File: config.mk
export PLATFORM = sky130hd
export DESIGN_NAME = uart_rx_queue
export DESIGN_NICKNAME = d
export VERILOG_FILES = /design/src/rtl/uart_rxq_pkg.sv /design/src/rtl/uart_rxq_ctrl.sv /design/src/rtl/uart_rxq_data.sv /design/src/rtl/uart_rx_queue.sv
export SDC_FILE = /design/constraint.sdc
export NUM_CORES = 1
export LEC_CHECK = 0
export BUFFER_PORTS_ARGS = -buffer_cell sky130_fd_sc_hd__buf_2
export CAP_MARGIN = 20
export CORE_MARGIN = 3
export CORE_UTILIZATION = 60
export CTS_BUF_LIST = sky130_fd_sc_hd__clkbuf_4 sky130_fd_sc_hd__clkbuf_8
export DETAILED_ROUTE_END_ITERATION = 6
export GPL_TIMING_DRIVEN = 0
export PLACE_DENSITY = 0.81
export SETUP_SLACK_MARGIN = 0.2
export SLEW_MARGIN = 20
export SYNTH_ARGS = -nofsm -noshare
export SYNTH_HDL_FRONTEND = slang
export SYNTH_SLANG_ARGS = --single-unit
export TNS_END_PERCENT = 100
File: constraint.sdc
create_clock -name clk -period 6.55 [get_ports clk]
set_input_delay 1.31 -clock clk [delete_from_list [all_inputs] [get_ports clk]]
set_output_delay 1.31 -clock clk [all_outputs]
set_load 0.05 [all_outputs]
File: src/rtl/uart_rxq_pkg.sv
package uart_rxq_pkg;
  localparam int DATA_W  = 8;
  localparam int ERR_W   = 4;
  localparam int ENTRY_W = DATA_W + ERR_W;
  localparam logic [ENTRY_W-1:0] BREAK_ENTRY = ENTRY_W'(12'h400);

  // strobes from control to datapath
  typedef struct packed {
    logic push;
    logic useBreak;
    logic loadStatus;
    logic clrStatus;
  } rxqStrobes_t;
endpackage

File: src/rtl/uart_rxq_ctrl.sv
module uart_rxq_ctrl
  import uart_rxq_pkg::*;
#(
  parameter int DEPTH  = 16,
  parameter int TRIG   = 1,
  parameter int LCR_W  = 8,
  parameter int EN_BIT = 4,
  localparam int CNT_W = $clog2(DEPTH + 1),
  localparam int PTR_W = $clog2(DEPTH)
) (
  input  logic             clk,
  input  logic             rstN,
  input  logic             charValid,
  input  logic             breakEvt,
  input  logic             dataRd,
  input  logic             lineCtrlWe,
  input  logic [LCR_W-1:0] lineCtrlWdata,
  input  logic             statusClrWe,
  output rxqStrobes_t      strb,
  output logic [PTR_W-1:0] rdPtr,
  output logic [PTR_W-1:0] wrPtr,
  output logic [CNT_W-1:0] count,
  output logic             fullFlag,
  output logic             emptyFlag,
  output logic             irqLevel,
  output logic             overrunPulse,
  output logic             acceptNow,
  output logic [LCR_W-1:0] lineCtrl
);
  logic fifoEn, pushReq, flush, pushAcc, popDo, setIrq, clrIrq;
  logic [CNT_W-1:0] countNext;
  logic [PTR_W-1:0] rdPtrNext;
  logic [CNT_W:0]   tailSum;

  always_comb begin
    fifoEn    = lineCtrl[EN_BIT];
    pushReq   = charValid | breakEvt;
    acceptNow = fifoEn ? (count < CNT_W'(DEPTH)) : (count == '0);
    flush     = lineCtrlWe && (lineCtrlWdata[EN_BIT] != fifoEn);
    pushAcc   = pushReq && acceptNow && !flush;
    popDo     = dataRd && (count != '0) && !flush;

    tailSum = (CNT_W+1)'(rdPtr) + (CNT_W+1)'(count);
    if (tailSum >= (CNT_W+1)'(DEPTH)) tailSum = tailSum - (CNT_W+1)'(DEPTH);
    wrPtr = PTR_W'(tailSum);

    if (flush)                countNext = '0;
    else if (pushAcc && !popDo) countNext = count + 1'b1;
    else if (popDo && !pushAcc) countNext = count - 1'b1;
    else                      countNext = count;

    if (flush)      rdPtrNext = '0;
    else if (popDo) rdPtrNext = (rdPtr == PTR_W'(DEPTH - 1)) ? '0 : rdPtr + 1'b1;
    else            rdPtrNext = rdPtr;

    setIrq = pushAcc && !popDo && (count == CNT_W'(TRIG - 1));
    clrIrq = popDo && !pushAcc && (count == CNT_W'(TRIG));

    strb.push       = pushAcc;
    strb.useBreak   = breakEvt;
    strb.loadStatus = dataRd;
    strb.clrStatus  = statusClrWe;
  end

  always_ff @(posedge clk) begin
    if (!rstN) begin
      count        <= '0;
      rdPtr        <= '0;
      fullFlag     <= 1'b0;
      emptyFlag    <= 1'b1;
      irqLevel     <= 1'b0;
      overrunPulse <= 1'b0;
      lineCtrl     <= '0;
    end else begin
      count <= countNext;
      rdPtr <= rdPtrNext;
      if (lineCtrlWe) lineCtrl <= lineCtrlWdata;
      if (pushAcc && (!fifoEn || countNext == CNT_W'(DEPTH))) fullFlag <= 1'b1;
      else if (dataRd)                                        fullFlag <= 1'b0;
      if (pushAcc)                             emptyFlag <= 1'b0;
      else if (dataRd && countNext == '0)      emptyFlag <= 1'b1;
      if (setIrq)      irqLevel <= 1'b1;
      else if (clrIrq) irqLevel <= 1'b0;
      overrunPulse <= pushReq && (!acceptNow || (charValid && breakEvt));
    end
  end

  assert_count_bound_R4: assert property (@(posedge clk) disable iff (!rstN)
    count <= CNT_W'(DEPTH));
  assert_single_hold_R5: assert property (@(posedge clk) disable iff (!rstN)
    !lineCtrl[EN_BIT] |-> count <= CNT_W'(1));
  assert_flush_R11: assert property (@(posedge clk) disable iff (!rstN)
    (lineCtrlWe && lineCtrlWdata[EN_BIT] != lineCtrl[EN_BIT]) |=> (count == '0 && rdPtr == '0));
  assert_irq_rise_R10: assert property (@(posedge clk) disable iff (!rstN)
    $rose(irqLevel) |-> (count == CNT_W'(TRIG) && $past(count) == CNT_W'(TRIG - 1)));
  assert_overrun_full_R6: assert property (@(posedge clk) disable iff (!rstN)
    ((charValid || breakEvt) && lineCtrl[EN_BIT] && count == CNT_W'(DEPTH)) |=> overrunPulse);
  assert_same_cycle_R12: assert property (@(posedge clk) disable iff (!rstN)
    (strb.push && dataRd && count != '0) |=> (count == $past(count)));
endmodule

File: src/rtl/uart_rxq_data.sv
module uart_rxq_data
  import uart_rxq_pkg::*;
#(
  parameter int DEPTH  = 16,
  localparam int PTR_W = $clog2(DEPTH)
) (
  input  logic               clk,
  input  logic               rstN,
  input  rxqStrobes_t        strb,
  input  logic [PTR_W-1:0]   wrPtr,
  input  logic [PTR_W-1:0]   rdPtr,
  input  logic [DATA_W-1:0]  charData,
  input  logic [ERR_W-1:0]   charErr,
  output logic [ENTRY_W-1:0] rdData,
  output logic [ERR_W-1:0]   rxStatus
);
  logic [ENTRY_W-1:0] slotMem [DEPTH];
  logic [ENTRY_W-1:0] newEntry;

  always_comb begin
    newEntry = strb.useBreak ? BREAK_ENTRY : {charErr, charData};
    rdData   = slotMem[rdPtr];
  end

  always_ff @(posedge clk) begin
    if (!rstN) begin
      for (int i = 0; i < DEPTH; i++) slotMem[i] <= '0;
    end else if (strb.push) begin
      slotMem[wrPtr] <= newEntry;
    end
  end

  always_ff @(posedge clk) begin
    if (!rstN)                rxStatus <= '0;
    else if (strb.loadStatus) rxStatus <= rdData[ENTRY_W-1:DATA_W];
    else if (strb.clrStatus)  rxStatus <= '0;
  end

  assert_status_load_R9: assert property (@(posedge clk) disable iff (!rstN)
    strb.loadStatus |=> rxStatus == $past(rdData[ENTRY_W-1:DATA_W]));
  assert_status_clear_R9: assert property (@(posedge clk) disable iff (!rstN)
    (strb.clrStatus && !strb.loadStatus) |=> rxStatus == '0);
  assert_break_entry_R3: assert property (@(posedge clk) disable iff (!rstN)
    (strb.push && strb.useBreak) |=> slotMem[$past(wrPtr)] == BREAK_ENTRY);
endmodule

File: src/rtl/uart_rx_queue.sv
module uart_rx_queue
  import uart_rxq_pkg::*;
#(
  parameter int DEPTH  = 16,
  parameter int TRIG   = 1,
  parameter int LCR_W  = 8,
  parameter int EN_BIT = 4,
  localparam int CNT_W = $clog2(DEPTH + 1),
  localparam int PTR_W = $clog2(DEPTH)
) (
  input  logic               clk,
  input  logic               rstN,
  input  logic               charValid,
  input  logic [DATA_W-1:0]  charData,
  input  logic [ERR_W-1:0]   charErr,
  input  logic               breakEvt,
  input  logic               dataRd,
  input  logic               lineCtrlWe,
  input  logic [LCR_W-1:0]   lineCtrlWdata,
  input  logic               statusClrWe,
  output logic [ENTRY_W-1:0] rdData,
  output logic [ERR_W-1:0]   rxStatus,
  output logic [7:0]         flagReg,
  output logic [CNT_W-1:0]   fillLevel,
  output logic               canAccept,
  output logic               rxIrq,
  output logic               overrun,
  output logic [LCR_W-1:0]   lineCtrl
);
  localparam int TXE_BIT = 7;
  localparam int RXF_BIT = 6;
  localparam int RXE_BIT = 4;

  rxqStrobes_t      strb;
  logic [PTR_W-1:0] rdPtr, wrPtr;
  logic             fullFlag, emptyFlag;

  uart_rxq_ctrl #(.DEPTH(DEPTH), .TRIG(TRIG), .LCR_W(LCR_W), .EN_BIT(EN_BIT)) ctrl_i (
    .clk(clk), .rstN(rstN), .charValid(charValid), .breakEvt(breakEvt),
    .dataRd(dataRd), .lineCtrlWe(lineCtrlWe), .lineCtrlWdata(lineCtrlWdata),
    .statusClrWe(statusClrWe), .strb(strb), .rdPtr(rdPtr), .wrPtr(wrPtr),
    .count(fillLevel), .fullFlag(fullFlag), .emptyFlag(emptyFlag),
    .irqLevel(rxIrq), .overrunPulse(overrun), .acceptNow(canAccept),
    .lineCtrl(lineCtrl)
  );

  uart_rxq_data #(.DEPTH(DEPTH)) data_i (
    .clk(clk), .rstN(rstN), .strb(strb), .wrPtr(wrPtr), .rdPtr(rdPtr),
    .charData(charData), .charErr(charErr), .rdData(rdData), .rxStatus(rxStatus)
  );

  always_comb begin
    flagReg          = '0;
    flagReg[TXE_BIT] = 1'b1;
    flagReg[RXF_BIT] = fullFlag;
    flagReg[RXE_BIT] = emptyFlag;
  end
endmodule

==> impl_metrics.toml <==
[power]
leakage_uw = 0.004041
powerDensity_nw_per_um2 = 344.4
ir_drop_mv = 0.2971

[cts]
cts_buffers = 36
htreeDepth = 2
post_cts_resize_count = 0
cts_root_buf = "clkbuf_8"
cts.clk_slew.worst_paths_ns = 0.06
cts.path.max_buffers = 3
tritoncts = "built"
clkLatencyLatePin_ns = 0.53
cts.sinks = 221
cts_hold_buf = 0
cts_setup_buffers = 0

[worst_setup_path]
arrival_ns = 3.26
crit_type = "reg2out"
cp_max_fo = 10
cp_slowest_stage_delay_ns = 0.65
critPathBufInv = 3
r2r_setup_slack_ns = 2.78
cp_cell_sequence = "clkbuf_1 > clkbuf_1 > mux4_2 > mux4_2 > buf_2"
path_delay_family = "buffers and inverters"
path_depth = 5
slowest_stage = "clkbuf_1"
crit_path_start_kind = "flip-flop"
required_ns = 5.24
crit_path_end_kind = "output pin"
r2r.worst_path.cells = 9

[min_path]
hp-class = "reg2reg"
whs_path_depth = 2

[drt]
route.detailed.drc = 0
first_pass_iters = 5
drt_iter0_markers = 778
antenna_left = 0
avgViaCountPerCell = 6.075
wl_per_cell_um = 21.84
vias = 6518
wirelength_um = 23440

[layout]
area_growth_pct = 12.75
fin_util_pct = 69.93
final_common_cell = "nor2_1"
drive_gt1_share_pct = 24.04
fillers = 1076
antenna_cells = 0
final_cell_mix = "nor2_1, edfxtp_1, buf_2, mux4_2, clkbuf_1"
layout.nets = 868

[synthesis]
mappedNetlistArea_um2 = 9960
synthArstFlopShare_pct = 0
netlist-cell-type-count = 57
postSynthAreaPerCell_um2 = 13.62
ys_warn_count = 0
yosysSeqAreaShare_pct = 63.72
synth-seq-cells = 221
synth_edf_count = 192
synth_flop_cell = "edfxtp_1"
synthCells = 731

[global_route]
antenna_found_initial = 0
grt_pass1_vias = 6719
grt_pass1_wl_um = 36850
gr-total-overflow = 0
grt_max_degree = 13
globalRouteTotalUtil_pct = 27.00

[sta]
finClkSkew_ns = 0.03415
clock.fmax_mhz = 219.1
final_hold_viol_count = 0
setup_tns_ns = 0
holdWs_ns = 0.5138
fin_crit_ns = 4.565
drv_slew = 0
slew_headroom_pct = 45.61
worstMarginPinSlew_ns = 0.8158
finalSetupViolations = 0
fin_crit_sh_pct = 69.70
rsz0062_at_grt = "no"

[floorplanning]
chipHeight_um = 134.8
initial_core_util_pct = 62.02
core_area_um2 = 16060
row_count = 46
die-width_um = 134.8
die-area_um2 = 18180
num_io_pins = 67

[status]
status = "finished, final reports clean"

[placement]
place.gp.congestion = 0.8814
placement.io_buffers = 59
place_hpwl_um = 16610

[job]
max_cap_viol_count = 0
==> Yosys cell counts, types with 4 or more instances <==
master    number  area share (%)
nor2_1       210             7.9
nand2b_1      11            0.69
buf_2          8            0.40
a21oi_1       10            0.50
inv_1          6            0.23
nor3b_1        5            0.38
clkbuf_1      48             1.8
buf_1          5            0.19
ha_1           8             1.0
nor3_1         6            0.30
xnor2_1        5            0.44
mux4_2        60              14
edfxtp_1     192              58
xor2_1         5            0.44
nor2b_1       13            0.82
buf_4          9            0.68
mux2i_1        9            0.90
o21ai_0        4            0.20
nand2_1       41             1.5
dfxtp_1       29             5.8
==> path summary, 6_finish.rpt <==
check,start,to
max reg2reg,ctrl_i.count[0],data_i.slotMem[6][11]
min,ctrl_i.lineCtrl[7],ctrl_i.lineCtrl[7]
max,flip-flop,rdData[0]
min reg2reg,ctrl_i.lineCtrl[7],ctrl_i.lineCtrl[7]
==> where the power goes <==
| group | internal, uW | switching, uW | total (uW) |
|---|---|---|---|
| Combinational | 362 | 646 | 1010 |
| Clock | 638 | 527 | 1160 |
| Sequential | 1640 | 50.4 | 1690 |
| Total | 2640 | 1220 | 3870 |
==> cell families (layout without fill, tap and decap cells) <==
family | count (synthesis) | in the layout | synth area share, %
buf+inv | 78 | 200 | 3.530
fa+ha+maj | 9 | 9 | 1.206
simple gates | 306 | 306 | 13.38
compound gates | 36 | 36 | 2.739
other cells | 2 | 6 | 0.07540
mux | 69 | 69 | 14.47
flops | 221 | 221 | 63.72
xor+xnor | 10 | 10 | 0.8794
==> stage by stage <==
step                total power (uW)  setup WS, ns  instances  cell area (um^2)
finish                          3867         1.985       1073             11230
global placement                2697         2.406       1010             10540
CTS                             3873         1.995       1073             11230
global route                    4012         1.886       1073             11230
detailed placement              2725         2.375       1010             10540
floorplan                       2474         3.156        735              9975
==> state kept, by name, indices dropped and copies added (netlist names), named ones only <==
register / flops
ctrl_i.lineCtrl: 8
ctrl_i.emptyFlag: 1
ctrl_i.irqLevel: 1
ctrl_i.fullFlag: 1
ctrl_i.count: 5
ctrl_i.overrunPulse: 1
data_i.rxStatus: 4
ctrl_i.rdPtr: 4
data_i.slotMem: 192
==> layout make-up <==
cell class	count	area, um^2	area share (%)
plain buffers	72	329.1	2.930
clock buffers	51	608.1	5.415
clock inverters	12	81.33	0.7242
inverters	6	22.52	0.2006
multi-input cells	436	3277	29.18
flip-flops and latches	221	6346	56.51
well taps	216	270.3	2.407
repair buffers	59	295.3	2.630
==> worst min-delay path: stages (launching register included) <==
cell,delay (ns)
dfxtp_1,0.32
mux2i_1,0.07
nor2b_1,0.10
==> metal layers <==
metal  GRT usage [%]  up-vias  wire length [um]
met2           47.11      365             12540
met4           8.201        0               553
li1                -     2832                 -
met5               0        -                 0
met3           5.477       52              2036
met1           34.55     3269              8301
Power figures use the tool's default switching activity.
